File: src/rtl/tmr_pkg.sv
// Shared types and constants for the output compare / input capture timer.
// Assumes an 8-bit flag/mask layout and a 4-bit register address.
package tmr_pkg;
    typedef enum logic [1:0] {
        ACT_OFF  = 2'b00,
        ACT_TOG  = 2'b01,
        ACT_LOW  = 2'b10,
        ACT_HIGH = 2'b11
    } oc_act_e;

    localparam int FLAG_W = 8;
    localparam int N_CMP  = 5;
    localparam int N_CAP  = 3;
    localparam int N_PIN  = 4;

    localparam logic [3:0] A_CNT  = 4'd0;
    localparam logic [3:0] A_ACT  = 4'd1;
    localparam logic [3:0] A_MASK = 4'd2;
    localparam logic [3:0] A_FLAG = 4'd3;
    localparam logic [3:0] A_CFG  = 4'd4;
    localparam logic [3:0] A_CMP1 = 4'd5;
    localparam logic [3:0] A_CAP1 = 4'd10;
endpackage

File: src/rtl/tmr_counter.sv
// Free-running up counter of parameter width.
// Assumes no prescaler: it advances on every clock and wraps naturally.
module tmr_counter #(
    parameter int W = 16
) (
    input  logic         clk,
    input  logic         rst_n,
    output logic [W-1:0] cnt
);
    // Advance the count every cycle; clear on reset.
    always_ff @(posedge clk) begin
        if (!rst_n) cnt <= '0;
        else        cnt <= cnt + 1'b1;
    end

    assert_count_step_R1: assert property (@(posedge clk) disable iff (!rst_n)
        rst_n |=> cnt == $past(cnt) + 1'b1);
endmodule

File: src/rtl/tmr_oc_pin.sv
// One compare channel with a driven pin: detects count == compare when
// enabled and applies the two-bit action to its pin on that edge.
// Assumes the action code is stable in the cycle of the match.
module tmr_oc_pin
    import tmr_pkg::*;
#(
    parameter int W = 16
) (
    input  logic         clk,
    input  logic         rst_n,
    input  logic [W-1:0] cnt,
    input  logic [W-1:0] cmp,
    input  logic         en,
    input  oc_act_e      act,
    output logic         hit,
    output logic         pin
);
    // Match is qualified by the channel enable.
    assign hit = en && (cnt == cmp);

    // Apply the action code to the pin on a match.
    always_ff @(posedge clk) begin
        if (!rst_n) begin
            pin <= 1'b0;
        end else if (hit) begin
            unique case (act)
                ACT_OFF:  pin <= pin;
                ACT_TOG:  pin <= ~pin;
                ACT_LOW:  pin <= 1'b0;
                ACT_HIGH: pin <= 1'b1;
            endcase
        end
    end

    assert_pin_hold_R3: assert property (@(posedge clk) disable iff (!rst_n)
        (!hit || act == ACT_OFF) |=> $stable(pin));
    assert_pin_toggle_R3: assert property (@(posedge clk) disable iff (!rst_n)
        (hit && act == ACT_TOG) |=> pin != $past(pin));
    assert_pin_high_R3: assert property (@(posedge clk) disable iff (!rst_n)
        (hit && act == ACT_HIGH) |=> pin);
endmodule

File: src/rtl/tmr_ic_edge.sv
// Capture input front end: two-flop synchroniser then rising-edge detect.
// Assumes the pin is asynchronous; rise is a one-cycle pulse.
module tmr_ic_edge (
    input  logic clk,
    input  logic rst_n,
    input  logic pin_in,
    output logic rise
);
    logic [2:0] sh_q;

    // Shift the pin through the sync pair and the edge history flop.
    always_ff @(posedge clk) begin
        if (!rst_n) sh_q <= '0;
        else        sh_q <= {sh_q[1:0], pin_in};
    end

    assign rise = sh_q[1] & ~sh_q[2];
endmodule

File: src/rtl/tmr_oc_unit.sv
// Timer top: counter, five compare channels (four with pins, the fifth
// shared with capture 4), three capture channels, flags, mask and irq.
// Assumes single-cycle register writes and a combinational read port.
module tmr_oc_unit
    import tmr_pkg::*;
#(
    parameter int CNT_W = 16
) (
    input  logic             clk,
    input  logic             rst_n,
    input  logic             bus_we,
    input  logic [3:0]       bus_addr,
    input  logic [CNT_W-1:0] bus_wdata,
    output logic [CNT_W-1:0] bus_rdata,
    input  logic [3:0]       ic_pin,
    output logic [3:0]       oc_pin,
    output logic             irq
);
    localparam int SH = N_CMP - 1;

    logic [CNT_W-1:0]  cnt;
    logic [CNT_W-1:0]  cmp_q [N_CMP];
    logic [CNT_W-1:0]  cap_q [N_CAP];
    logic [7:0]        act_q;
    logic [FLAG_W-1:0] mask_q, flag_q, flag_set, flag_clr;
    logic              sel_q;
    logic              hit1;
    logic [N_PIN-1:0]  pin_hit;
    logic [3:0]        rise;

    tmr_counter #(.W(CNT_W)) u_cnt (.clk(clk), .rst_n(rst_n), .cnt(cnt));

    // Channel 1 compares only; it has no pin.
    assign hit1 = (cnt == cmp_q[0]);

    for (genvar i = 0; i < N_PIN; i++) begin : g_oc
        tmr_oc_pin #(.W(CNT_W)) u_oc (
            .clk(clk), .rst_n(rst_n), .cnt(cnt), .cmp(cmp_q[i+1]),
            .en((i == N_PIN - 1) ? !sel_q : 1'b1),
            .act(oc_act_e'(act_q[7-2*i -: 2])),
            .hit(pin_hit[i]), .pin(oc_pin[i]));
    end

    for (genvar i = 0; i < 4; i++) begin : g_ic
        tmr_ic_edge u_ic (.clk(clk), .rst_n(rst_n), .pin_in(ic_pin[i]), .rise(rise[i]));
    end

    // Event vector in flag-bit order.
    assign flag_set = {hit1, pin_hit[0], pin_hit[1], pin_hit[2],
                       sel_q ? rise[3] : pin_hit[3],
                       rise[0], rise[1], rise[2]};
    assign flag_clr = (bus_we && bus_addr == A_FLAG) ? bus_wdata[FLAG_W-1:0] : '0;

    // Control, mask and flag registers; a set beats a clear.
    always_ff @(posedge clk) begin
        if (!rst_n) begin
            act_q  <= '0;
            mask_q <= '0;
            sel_q  <= 1'b0;
            flag_q <= '0;
        end else begin
            if (bus_we && bus_addr == A_ACT)  act_q  <= bus_wdata[7:0];
            if (bus_we && bus_addr == A_MASK) mask_q <= bus_wdata[FLAG_W-1:0];
            if (bus_we && bus_addr == A_CFG)  sel_q  <= bus_wdata[0];
            flag_q <= (flag_q & ~flag_clr) | flag_set;
        end
    end

    // Compare registers; the shared one also takes capture 4.
    always_ff @(posedge clk) begin
        if (!rst_n) begin
            for (int k = 0; k < N_CMP; k++) cmp_q[k] <= '0;
        end else begin
            for (int k = 0; k < N_CMP; k++)
                if (bus_we && bus_addr == A_CMP1 + 4'(k)) cmp_q[k] <= bus_wdata;
            if (sel_q && rise[3]) cmp_q[SH] <= cnt;
        end
    end

    // Dedicated capture registers.
    always_ff @(posedge clk) begin
        if (!rst_n) begin
            for (int k = 0; k < N_CAP; k++) cap_q[k] <= '0;
        end else begin
            for (int k = 0; k < N_CAP; k++)
                if (rise[k]) cap_q[k] <= cnt;
        end
    end

    // Read mux.
    always_comb begin
        bus_rdata = '0;
        case (bus_addr)
            A_CNT:       bus_rdata = cnt;
            A_ACT:       bus_rdata[7:0] = act_q;
            A_MASK:      bus_rdata[FLAG_W-1:0] = mask_q;
            A_FLAG:      bus_rdata[FLAG_W-1:0] = flag_q;
            A_CFG:       bus_rdata[0] = sel_q;
            A_CMP1:      bus_rdata = cmp_q[0];
            A_CMP1 + 1:  bus_rdata = cmp_q[1];
            A_CMP1 + 2:  bus_rdata = cmp_q[2];
            A_CMP1 + 3:  bus_rdata = cmp_q[3];
            A_CMP1 + 4:  bus_rdata = cmp_q[4];
            A_CAP1:      bus_rdata = cap_q[0];
            A_CAP1 + 1:  bus_rdata = cap_q[1];
            A_CAP1 + 2:  bus_rdata = cap_q[2];
            default:     bus_rdata = '0;
        endcase
    end

    // Request while any enabled flag is pending.
    assign irq = |(flag_q & mask_q);

    assert_oc1_flag_R2: assert property (@(posedge clk) disable iff (!rst_n)
        hit1 |=> flag_q[7]);
    assert_shared_no_cmp_R4: assert property (@(posedge clk) disable iff (!rst_n)
        (sel_q && cnt == cmp_q[SH] && !rise[3] && !flag_q[3]) |=> !flag_q[3]);
    assert_cap1_value_R5: assert property (@(posedge clk) disable iff (!rst_n)
        rise[0] |=> cap_q[0] == $past(cnt));
    assert_flag_clear_R7: assert property (@(posedge clk) disable iff (!rst_n)
        (bus_we && bus_addr == A_FLAG && bus_wdata[7] && !hit1) |=> !flag_q[7]);
endmodule

File: config.mk
export PLATFORM = sky130hd
export DESIGN_NAME = tmr_oc_unit
export DESIGN_NICKNAME = d
export VERILOG_FILES = /design/src/rtl/tmr_pkg.sv /design/src/rtl/tmr_counter.sv /design/src/rtl/tmr_oc_pin.sv /design/src/rtl/tmr_ic_edge.sv /design/src/rtl/tmr_oc_unit.sv
export SDC_FILE = /design/constraint.sdc
export NUM_CORES = 1
export LEC_CHECK = 0
export BUFFER_PORTS_ARGS = -buffer_cell sky130_fd_sc_hd__buf_2
export CAP_MARGIN = 20
export CORE_ASPECT_RATIO = 2
export CORE_MARGIN = 3
export CORE_UTILIZATION = 40
export CTS_CLUSTER_DIAMETER = 200
export DETAILED_ROUTE_END_ITERATION = 10
export PLACE_DENSITY_LB_ADDON = 0.12
export SKIP_LAST_GASP = 1
export SLEW_MARGIN = 20
export SYNTH_ARGS = -nofsm -noshare
export SYNTH_HDL_FRONTEND = slang
export SYNTH_SLANG_ARGS = --single-unit
File: constraint.sdc
create_clock -name clk -period 3.7 [get_ports clk]
set_input_delay 0.37 -clock clk [delete_from_list [all_inputs] [get_ports clk]]
set_output_delay 0.37 -clock clk [all_outputs]
set_load 0.01 [all_outputs]
Word-level counts from Yosys, hierarchy flattened

Memory sizes are Yosys's and may differ from the RTL's.
Cells that the tools add are included.

$add $sub $neg: 1
Multipliers: 0
Divide/modulo/power cells: 0
Order comparisons: 0
Eq/ne operators: 29
Shifts and indexed selects: 0
Mux-type cells: 46
Bitwise logic cells: 29
Reductions and logical operators: 22

Operator list:

| cell                                                                  | number |
|---|---|
| 16-bit two-way mux                                                    | 9 |
| 7-bit one-hot mux with 12 select lines                                | 1 |
| 16-bit equality test                                                  | 5 |
| 8-bit one-hot mux with 9 select lines                                 | 1 |
| 1-bit two-way mux                                                     | 29 |
| 4-bit equality test, second input constant                            | 5 |
| 16-bit by 1-bit adder with 16-bit output, second input constant       | 1 |
| 8-bit AND                                                             | 2 |
| 2-bit equality test, second input constant                            | 8 |
| 4-bit by 3-bit equality test with 1-bit output, second input constant | 4 |
| 1-bit one-hot mux with 13 select lines                                | 1 |
| 1-bit inverter                                                        | 12 |
| 1-bit one-hot mux with 3 select lines                                 | 4 |
| 1-bit logical AND                                                     | 11 |
| 1-bit bitwise OR                                                      | 9 |
| 2-bit by 1-bit equality test with 1-bit output, second input constant | 4 |
| 4-bit by 2-bit equality test with 1-bit output, second input constant | 2 |
| 2-bit zero test                                                       | 4 |
| 8-bit two-way mux                                                     | 1 |
| 8-bit inverter                                                        | 1 |
| 8-bit bitwise OR                                                      | 1 |
| 2-bit AND reduction                                                   | 4 |
| 8-bit OR reduction                                                    | 1 |
| 1-bit AND                                                             | 4 |
| other kinds (3)                                                       | 3 |

Register bits after elaboration: 57
Bits in latches: 0
Bits in writable memories: 128
ROM bits: 0
Input bits: 27
Output and inout bits: 21
Word-level logic and storage cells: 142
Memories: 2

Memory list:

| name  | words | width | rd ports | clocked after memory_dff | write ports | RTL line          | source |
|---|---|---|---|---|---|---|---|
| cmp_q | 5     | 16    | 5        | 0                        | 5           | tmr_oc_unit.sv:22 | `logic [CNT_W-1:0] cmp_q [N_CMP];` |
| cap_q | 3     | 16    | 3        | 0                        | 3           | tmr_oc_unit.sv:23 | `logic [CNT_W-1:0] cap_q [N_CAP];` |

Logic depth before layout (Yosys ltp)

Gate-level depths: netlist of run 1.

Depth after elaboration: 7
Depth in mapped cells: 8
Depth with buffers taken out: 6

Modules after synthesis

A second synthesis of run 1 with hierarchy kept.

Cell total of the unflattened synthesis: 785
Area total of the unflattened synthesis: 9218.8 sq um

Modules (own cells, without submodules):

| module      | instances | cells an instance | area an instance (sq um) | sequential area each (sq um) |
|---|---|---|---|---|
| tmr_oc_unit | 1         | 527               | 6993.0                   | 4344.2 |
| tmr_oc_pin  | 4         | 37                | 281.5                    | 20.0 |
| tmr_counter | 1         | 82                | 729.4                    | 320.3 |
| tmr_ic_edge | 4         | 7                 | 92.6                     | 60.1 |

Least setup slack after synthesis of run 1

No wires, ideal clock.

Path kind: input to register
Start point: in bus_addr[2]
End point: mem cmp_q[0][0] (enable)
Setup time: 0.411 ns
Arrival: 2.374 ns
Required time: 3.289 ns
Setup slack: 0.915 ns
Cell stages on the path: 6
Path buffers: 3
Cell sequence: buf_2 -> nor2b_1 -> buf_2 -> clkbuf_1 -> nand2_1 -> o21ai_0

RTL lines:

| what        | RTL line          | source |
|---|---|---|
| from (decl) | tmr_oc_unit.sv:12 | `input logic [3:0] bus_addr,` |
| to (decl)   | tmr_oc_unit.sv:22 |  |

Worst setup path after layout of run 1

Start point: in bus_addr[1]
End point: out bus_rdata[7]

Longest elaborated chain between the ends: 2
Elaborated cells on any way between the ends: 13
Classes of those cells: 11 x eq/ne; 1 x mux; 1 x reduce/logical

RTL lines:

| what                                        | RTL line          | source |
|---|---|---|
| 4-bit equality test (tied with other cells) | tmr_oc_unit.sv:93 | `case (bus_addr)` |
| 7-bit one-hot mux with 12 select lines (*)  | tmr_oc_unit.sv:93 |  |
| to (decl)                                   | tmr_oc_unit.sv:14 | `output logic [CNT_W-1:0] bus_rdata,` |

Every way passes the cells marked *; elsewhere a longest branch is shown, timed or not.

==> flow_summary_export.csv, run 1 <==
group,metric,value,unit
worst_hold_path,hold_path_startpoint,"ic_pin[2]",
setup_path,cp_slowest_stage_delay,0.96,ns
outcome,status,"complete, no violations",
power,p_int,0.00341,W
yosys,synth_area,8980,um^2
power,peakVddDrop,342,uV
setup_path,cp_top_family,"simple AND/OR/NAND/NOR gates",
sta,period_share,0.823,
detailed_routing,drc,0,
yosys,async_reset_ff_frac,0,
sta,finalSetupTns,0,ns
yosys,synth_edf_count,128,
die,fp.dieW,112,um
die,dieArea,24400,um^2
sta,setup_violations,0,
global_routing,grtUsageTotal,0.291,
power,power_density,465,nW/um^2
clock_network,clock_sinks,185,
die,core_area,21800,um^2
placement,gp_congestion,0.999,
die,io_pins,48,
sta,timing.final.ws_setup,0.657,ns
layout,syn_to_final_growth,11.5,%
setup_path,path_buf_inv,3,
setup_path,endpoint_kind,"output pin",
yosys,yosysTopAreaCellShare,0.428,
sta,finalHoldViolCount,0,
layout,layout_common_cells,"128 x edfxtp_1, 69 x xnor2_1, 64 x nor2_1",
sta,rsz0062_at_grt,"no",
setup_path,r2r_setup_slack,1.27,ns
clock_network,cts.clk_slew.worst_paths,0.07,ns
setup_path,critPathRequiredTime,3.33,ns
sta,maxSlewHeadroom,0.198,
layout,finalNetCount,831,
die,num_rows,76,
yosys,ys_types,58,
die,die_h,218,um
sta,layout_min_cycle_time,3.04,ns
power,clock_power_share,0.389,
power,p_leak,3.65,nW
global_routing,antenna_found_initial,0,
sta,maxSlewViolCount,0,
detailed_routing,first_iter_violations,687,
placement,io_buffers,47,
clock_network,clk_path_buf_depth,2,
setup_path,critPathArrivalTime,2.67,ns
clock_network,post_cts_resized,0,
sta,fmax,329,MHz
clock_network,cts_tree,"yes",
worst_hold_path,hold_path.class,"primary input to flip-flop",
sta,worst_slew_pin_slew,1.20,ns
detailed_routing,drtPass1Iterations,7,
layout,layout_commonest_cell,"edfxtp_1",
global_routing,grt_pass1_vias,6686,
global_routing,grt_overflow,0,
setup_path,rr_startpoint,"u_cnt.cnt[11]",
setup_path,r2r_cells,5,
layout,drive_above_1_share,0.174,
yosys,synth_warnings,0,
clock_network,hold_buffers,0,
die,start_util,0.412,
yosys,synth_nets,798,
layout,n_antenna_cell,0,
power,seq_power_share,0.524,
yosys,synth_area_leaders,"edfxtp_1 43%, dfxtp_1 13%, xnor2_1 6.7%",
global_routing,grt_max_degree,39,
yosys,ys_seq_area_frac,0.555,
yosys,synth-main-ff-cell,"edfxtp_1",
power,p_switching,0.00124,W
detailed_routing,wirelength,34800,um
setup_path,cp_slowest_cell,"nor2_1",
yosys,postSynthCellCount,770,
global_routing,grt_pass1_wl,49600,um
setup_path,cpMostUsedCell,"buf_2",
placement,detailedPlace.worstSlack,0.774,ns
clock_network,cts_max_level,4,
setup_path,critPathLaunchType,"primary input",
placement,dp_hpwl,26700,um
yosys,avgSynthCellArea,11.7,um^2
clock_network,postCtsSetupBuffers,0,
clock_network,root_buffer,"clkbuf_16",
setup_path,startpoint,"bus_addr[1]",
detailed_routing,viasPerCell,6.02,
power,p_sw_frac,0.266,
detailed_routing,ant_nets,0,
setup_path,crit_type,"primary input to output pin",
detailed_routing,vias,6552,
setup_path,r2r_end,"g_oc[0].u_oc.pin",
setup_path,critPathMaxFanout,36,
clock_network,worstSkewPairLatency,0.46,ns
worst_hold_path,min_path_cells,2,
worst_hold_path,hold_end,"g_ic[2].u_ic.sh_q[0]",
power,p_comb_frac,0.087,
sta,finalClockSkew,0.00812,ns
job,max-cap-violations,0,
power,total_power,0.00465,W
yosys,synth_seq_cells,185,
clock_network,cts_made_buffers,17,
detailed_routing,wire_per_inst,32.0,um
yosys,synth.largest_area_cell,"edfxtp_1",
setup_path,cp_cell_sequence,"buf_2, buf_4, nor2_1, and3_1, a22oi_1, o211ai_1, buf_2",
-- worst max-delay path by stage --
stage / to / slack, ns / depth (start not counted)
2_1_floorplan: cmp_q[0][0] / 0.91 / 6
3_3_place_gp: bus_rdata[7] / 0.75 / 7
3_5_place_dp: bus_rdata[7] / 0.77 / 7
4_1_cts: bus_rdata[7] / 0.77 / 7
5_1_grt: bus_rdata[7] / 0.63 / 7
6_report: bus_rdata[7] / 0.66 / 7
-- routing by layer --
layer  global-route usage  wire length, um  vias to the layer above
li1                     -                -                     2897
met1                0.286            11200                     3260
met2                0.516            18300                      284
met3               0.0555             1670                      111
met4                0.243             3710                        0
met5                    0                0                        -
-- cell usage after synthesis (6+ instances only) --
master	n
nand2_1	29
a21oi_1	19
nor2b_1	11
nor4_1	8
nand4_1	23
dfxtp_1	57
xnor2_1	69
inv_1	6
mux2_2	28
xor2_1	23
and2_1	46
nand3_1	20
buf_2	24
edfxtp_1	128
mux2i_1	28
clkbuf_1	18
nor2_1	64
o21ai_0	20
a22oi_1	36
nand2b_1	6
a22o_1	14
nor3_1	8
o22ai_1	6
-- registers in the layout (all words and copies together), names as in the netlist --
name            count
mask_q              8
act_q               8
cap_q              48
flag_q              8
g_ic.u_ic.sh_q     12
g_oc.u_oc.pin       4
u_cnt.cnt          16
sel_q               1
cmp_q              80
-- final cells by class --
cell class	count	area, um^2
Sequential cell	185	4980
Timing Repair Buffer	70	408
Fill cell	2052	11800
Tap cell	273	342
Inverter	6	22.5
Multi-Input combinational cell	523	3680
Clock inverter	13	140
Clock buffer	19	433
-- through the flow --
step / util / hold WS (ns) / area, um^2 / std cells
floorplan: - / 0.412 / 8980 / 770
global placement: 0.433 / 0.430 / 9440 / 1057
detailed placement: 0.433 / 0.429 / 9440 / 1057
CTS: 0.460 / 0.0973 / 10000 / 1089
global route: 0.460 / 0.112 / 10000 / 1089
finish: 0.460 / 0.116 / 10000 / 1089
-- power by group through the flow --
| stage | logic (W) | registers [W] | clock network [W] |
|---|---|---|---|
| 4_1_cts | 0.000402 | 0.00244 | 0.00184 |
| 3_5_place_dp | 0.000401 | 0.00248 | 0 |
| 5_1_grt | 0.000434 | 0.00244 | 0.00192 |
| 2_1_floorplan | 0.000266 | 0.00240 | 0 |
| 3_3_place_gp | 0.000397 | 0.00249 | 0 |
| 6_report | 0.000405 | 0.00244 | 0.00181 |
-- cells by family (layout without fill, tap and decap cells) --
logic type	count (synthesis)	count (layout)	synth area share
mux	58	58	0.0714
flops	185	185	0.555
fa+ha+maj	1	1	0.00139
buf+inv	62	108	0.0348
xor+xnor	92	92	0.0898
compound gates	133	133	0.106
simple gates	239	239	0.141
No activity file was read; power rests on OpenSTA's default activity.
==> run 2: changes to the inputs <==
==> constraint.sdc (replaced) <==
create_clock -name clk -period 2.82 [get_ports clk]
set_input_delay 0.282 -clock clk [delete_from_list [all_inputs] [get_ports clk]]
set_output_delay 0.282 -clock clk [all_outputs]
set_load 0.01 [all_outputs]
==> run 2 against run 1 <==
Effect of this change:
- global-route usage down 0.67 points
- utilization is 0.92 points higher
- first-iteration DRC count down 18%
- clock skew up 0.0030 ns
- sequential share of layout area is 0.98 points lower
- via count rose by 2.4%
- critical endpoint is now bus_rdata[5]
==> flow_summary_export.csv, run 2 (synthesis results as in run 1) <==
group,metric,value,unit
outcome,status,"complete, no violations",
clock_network,clock_sinks,185,
power,p_leak,3.79,nW
sta,period_share,0.896,
clock_network,clk_path_buf_depth,2,
clock_network,cts_max_level,4,
sta,finalClockSkew,0.0111,ns
setup_path,rr_startpoint,"u_cnt.cnt[15]",
placement,io_buffers,47,
clock_network,postCtsSetupBuffers,0,
power,power_density,602,nW/um^2
setup_path,crit_type,"primary input to output pin",
sta,maxSlewHeadroom,0.371,
setup_path,critPathMaxFanout,26,
placement,detailedPlace.worstSlack,0.335,ns
layout,layout_common_cells,"128 x edfxtp_1, 69 x xnor2_1, 63 x nor2_1",
sta,setup_violations,0,
detailed_routing,viasPerCell,6.02,
setup_path,startpoint,"bus_addr[2]",
setup_path,endpoint_kind,"output pin",
layout,drive_above_1_share,0.201,
sta,finalHoldViolCount,0,
detailed_routing,wire_per_inst,30.8,um
sta,timing.final.ws_setup,0.295,ns
global_routing,grt_pass1_vias,6960,
clock_network,post_cts_resized,0,
die,die_h,218,um
sta,maxSlewViolCount,0,
global_routing,antenna_found_initial,0,
die,fp.dieW,112,um
layout,top_regs,"cmp_q (80), cap_q (48), u_cnt.cnt (16)",
die,dieArea,24400,um^2
die,num_rows,76,
layout,largest_register_ffs,80,
global_routing,grt_pass1_wl,48500,um
sta,fmax,396,MHz
setup_path,critPathRequiredTime,2.54,ns
clock_network,root_buffer,"clkbuf_16",
clock_network,hold_buffers,0,
detailed_routing,first_iter_violations,564,
worst_hold_path,hold_path.class,"primary input to flip-flop",
setup_path,critPathCapture,"bus_rdata[5]",
sta,rsz0062_at_grt,"no",
power,peakVddDrop,589,uV
die,core_area,21800,um^2
sta,worst_slew_pin_slew,0.941,ns
detailed_routing,ant_nets,0,
clock_network,cts_tree,"yes",
detailed_routing,wirelength,34300,um
setup_path,critPathArrivalTime,2.24,ns
global_routing,grt_overflow,0,
die,start_util,0.412,
layout,n_antenna_cell,0,
setup_path,r2r_setup_slack,0.46,ns
placement,dp_hpwl,26600,um
global_routing,grtUsageTotal,0.284,
setup_path,r2r_end,"g_oc[3].u_oc.pin",
detailed_routing,vias,6708,
clock_network,cts_made_buffers,17,
clock_network,cts.clk_slew.worst_paths,0.07,ns
job,max-cap-violations,0,
clock_network,worstSkewPairLatency,0.45,ns
die,io_pins,48,
detailed_routing,drc,0,
detailed_routing,drtPass1Iterations,5,
sta,layout_min_cycle_time,2.53,ns
layout,layout_commonest_cell,"edfxtp_1",
setup_path,critPathLaunchType,"primary input",
global_routing,grt_max_degree,27,
layout,syn_to_final_growth,13.7,%
sta,finalSetupTns,0,ns
setup_path,r2r_cells,5,
placement,gp_congestion,1.02,
layout,regMostFlops,"cmp_q",
layout,finalNetCount,856,
==> run 2: power by group <==
group,switching [W],total (W),internal (W)
Clock,0.00105,0.00238,0.00133
Combinational,0.000353,0.000570,0.000217
Sequential,0.000155,0.00319,0.00304
==> run 2: metal layers <==
layer	track usage	vias up	routed length [um]
li1	-	2957	-
met1	0.270	3293	10600
met2	0.498	327	18000
met3	0.0603	131	1880
met4	0.265	0	3730
met5	0	-	0
==> run 2: metrics by stage <==
stage                     total power, W   util  cells  hold slack (ns)  instance area, um^2
after floorplan                  0.00349      -    770            0.409                 8980
after global placement           0.00381  0.442   1082            0.449                 9620
after detailed placement         0.00381  0.442   1082            0.448                 9630
after CTS                        0.00618  0.469   1114           0.0135                10200
after global routing             0.00632  0.469   1114           0.0359                10200
final                            0.00614  0.469   1114           0.0339                10200
==> run 2: worst min path at each step <==
stage,start,endpoint,slack (ns),cells past startpoint
final,ic_pin[3],g_ic[3].u_ic.sh_q[0],0.03,2
after detailed placement,g_ic[0].u_ic.sh_q[0],g_ic[0].u_ic.sh_q[1],0.45,1
after floorplan,ic_pin[0],g_ic[0].u_ic.sh_q[0],0.41,1
after global placement,g_ic[1].u_ic.sh_q[1],g_ic[1].u_ic.sh_q[2],0.45,2
after CTS,ic_pin[3],g_ic[3].u_ic.sh_q[0],0.01,2
after global routing,ic_pin[3],g_ic[3].u_ic.sh_q[0],0.04,2
==> run 2: cell type report <==
class,instances,area [um^2]
fill,2006,11600
multi-input combinational,523,3680
clock buffer,18,439
clock inverter,14,144
inverter,6,22.5
timing repair buffer,95,596
tap,273,342
sequential,185,4980
==> run 2: critical path: stages <==
cell and delay [ns]:
buf_2 0.26, buf_4 0.27, nor2_1 0.48, a22oi_1 0.20, o311ai_0 0.38, a221o_1 0.21, buf_2 0.15
==> run 3: changes to the inputs <==
--- a/config.mk
+++ b/config.mk
@@ -12,6 +12,7 @@
 export CORE_UTILIZATION = 40
 export CTS_CLUSTER_DIAMETER = 200
 export DETAILED_ROUTE_END_ITERATION = 10
+export HOLD_SLACK_MARGIN = 0.05
 export PLACE_DENSITY_LB_ADDON = 0.12
 export SKIP_LAST_GASP = 1
 export SLEW_MARGIN = 20
==> run 3 against run 2 <==
Effect of this change:
- wire length is essentially flat
- count of clock-buffer cells in the layout is the same
- sequential power is essentially flat
- largest cell class unchanged
- largest power group unchanged
==> flow_summary_export.csv, run 3 (synthesis results as in run 1) <==
group,metric,value,unit
sta,finalClockSkew,0.0113,ns
die,fp.dieW,112,um
detailed_routing,drc,0,
global_routing,grt_overflow,0,
clock_network,cts_made_buffers,17,
detailed_routing,first_iter_violations,604,
sta,layout_min_cycle_time,2.53,ns
clock_network,cts_max_level,4,
die,io_pins,48,
setup_path,cp_slowest_cell,"nor2_1",
placement,gp_congestion,1.02,
layout,final_core_util,0.470,
sta,rsz0062_at_grt,"no",
placement,detailedPlace.worstSlack,0.335,ns
sta,setup_violations,0,
power,total_power,0.00615,W
clock_network,cts_tree,"yes",
die,core_area,21800,um^2
sta,timing.hold.ws,0.0724,ns
worst_hold_path,min_path_cells,2,
outcome,status,"complete, no violations",
die,dieArea,24400,um^2
setup_path,crit_type,"primary input to output pin",
setup_path,r2r_cells,5,
layout,syn_to_final_growth,14.1,%
clock_network,clk_path_buf_depth,2,
clock_network,cts.clk_slew.worst_paths,0.07,ns
setup_path,critPathRequiredTime,2.54,ns
power,p_leak,3.80,nW
layout,layout_commonest_cell,"edfxtp_1",
die,start_util,0.412,
layout,drive_above_1_share,0.200,
placement,io_buffers,47,
setup_path,cp_slowest_stage_delay,0.48,ns
sta,fmax,396,MHz
clock_network,postCtsSetupBuffers,0,
detailed_routing,drtPass1Iterations,5,
setup_path,cp_cell_sequence,"buf_2, buf_4, nor2_1, a22oi_1, o311ai_0, a221o_1, buf_2",
worst_hold_path,hold_path.class,"primary input to flip-flop",
detailed_routing,wire_per_inst,30.7,um
sta,timing.final.ws_setup,0.292,ns
clock_network,root_buffer,"clkbuf_16",
sta,maxSlewViolCount,0,
die,num_rows,76,
power,peakVddDrop,591,uV
layout,regMostFlops,"cmp_q",
clock_network,worstSkewPairLatency,0.45,ns
setup_path,cp_top_family,"compound AO/OA/AOI/OAI gates",
layout,finalNetCount,859,
detailed_routing,ant_nets,0,
setup_path,critPathArrivalTime,2.25,ns
sta,maxSlewHeadroom,0.370,
setup_path,endpoint_kind,"output pin",
die,die_h,218,um
sta,period_share,0.896,
layout,layout_common_cells,"128 x edfxtp_1, 69 x xnor2_1, 63 x nor2_1",
global_routing,antenna_found_initial,0,
placement,dp_hpwl,26600,um
detailed_routing,wirelength,34300,um
power,power_density,600,nW/um^2
setup_path,path_depth,7,
sta,finalSetupTns,0,ns
layout,n_antenna_cell,0,
clock_network,clock_sinks,185,
sta,finalHoldViolCount,0,
global_routing,grt_max_degree,27,
sta,worst_slew_pin_slew,0.941,ns
detailed_routing,viasPerCell,6.05,
layout,top_regs,"cmp_q (80), cap_q (48), u_cnt.cnt (16)",
detailed_routing,vias,6760,
global_routing,grt_pass1_vias,6962,
layout,largest_register_ffs,80,
setup_path,critPathMaxFanout,26,
global_routing,grtUsageTotal,0.284,
setup_path,cpMostUsedCell,"buf_2",
setup_path,critPathLaunchType,"primary input",
setup_path,path_buf_inv,3,
job,max-cap-violations,0,
global_routing,grt_pass1_wl,48500,um
==> run 3: changes by cell type in the layout (fill, tap and decap cells not counted) <==
cell / delta
dlygate4sd3_1: +3
==> run 3: stage by stage <==
step / instance area [um^2] / std cells
2_1_floorplan: 8980 / 770
3_3_place_gp: 9620 / 1082
3_5_place_dp: 9630 / 1082
4_1_cts: 10200 / 1117
5_1_grt: 10200 / 1117
6_report: 10200 / 1117
==> run 3: path summary, 6_finish.rpt <==
path	from	end	slack [ns]
worst max-delay path	bus_addr[2]	bus_rdata[5]	0.29
worst min-delay path	ic_pin[0]	g_ic[0].u_ic.sh_q[0]	0.07
worst max register to register	u_cnt.cnt[15]	g_oc[3].u_oc.pin	0.47
worst min register to register	g_ic[3].u_ic.sh_q[0]	g_ic[3].u_ic.sh_q[1]	0.46
==> run 3: cell type report <==
type / instances / area, um^2
Tap cell: 273 / 342
Clock buffer: 18 / 439
Multi-Input combinational cell: 523 / 3680
Fill cell: 2003 / 11500
Clock inverter: 14 / 144
Timing Repair Buffer: 98 / 626
Sequential cell: 185 / 4980
Inverter: 6 / 22.5
==> run 3: metal layers <==
layer  part of all wire  GRT usage
met5                  0          0
met2               0.52      0.498
met3              0.056     0.0600
met4               0.11      0.265
met1               0.31      0.270
==> run 3: where the power goes <==
part | total [W] | internal (W) | switching [W]
clock network | 0.00238 | 0.00133 | 0.00105
registers | 0.00319 | 0.00304 | 0.000155
logic | 0.000574 | 0.000219 | 0.000355
==> run 3: timing repair <==
item / CTS / global route
hold endpoints to repair: 3 / 0
hold buffers: 3 / 0
endpoints found under the setup margin: 0 / 0
resized for setup: 0 / 0
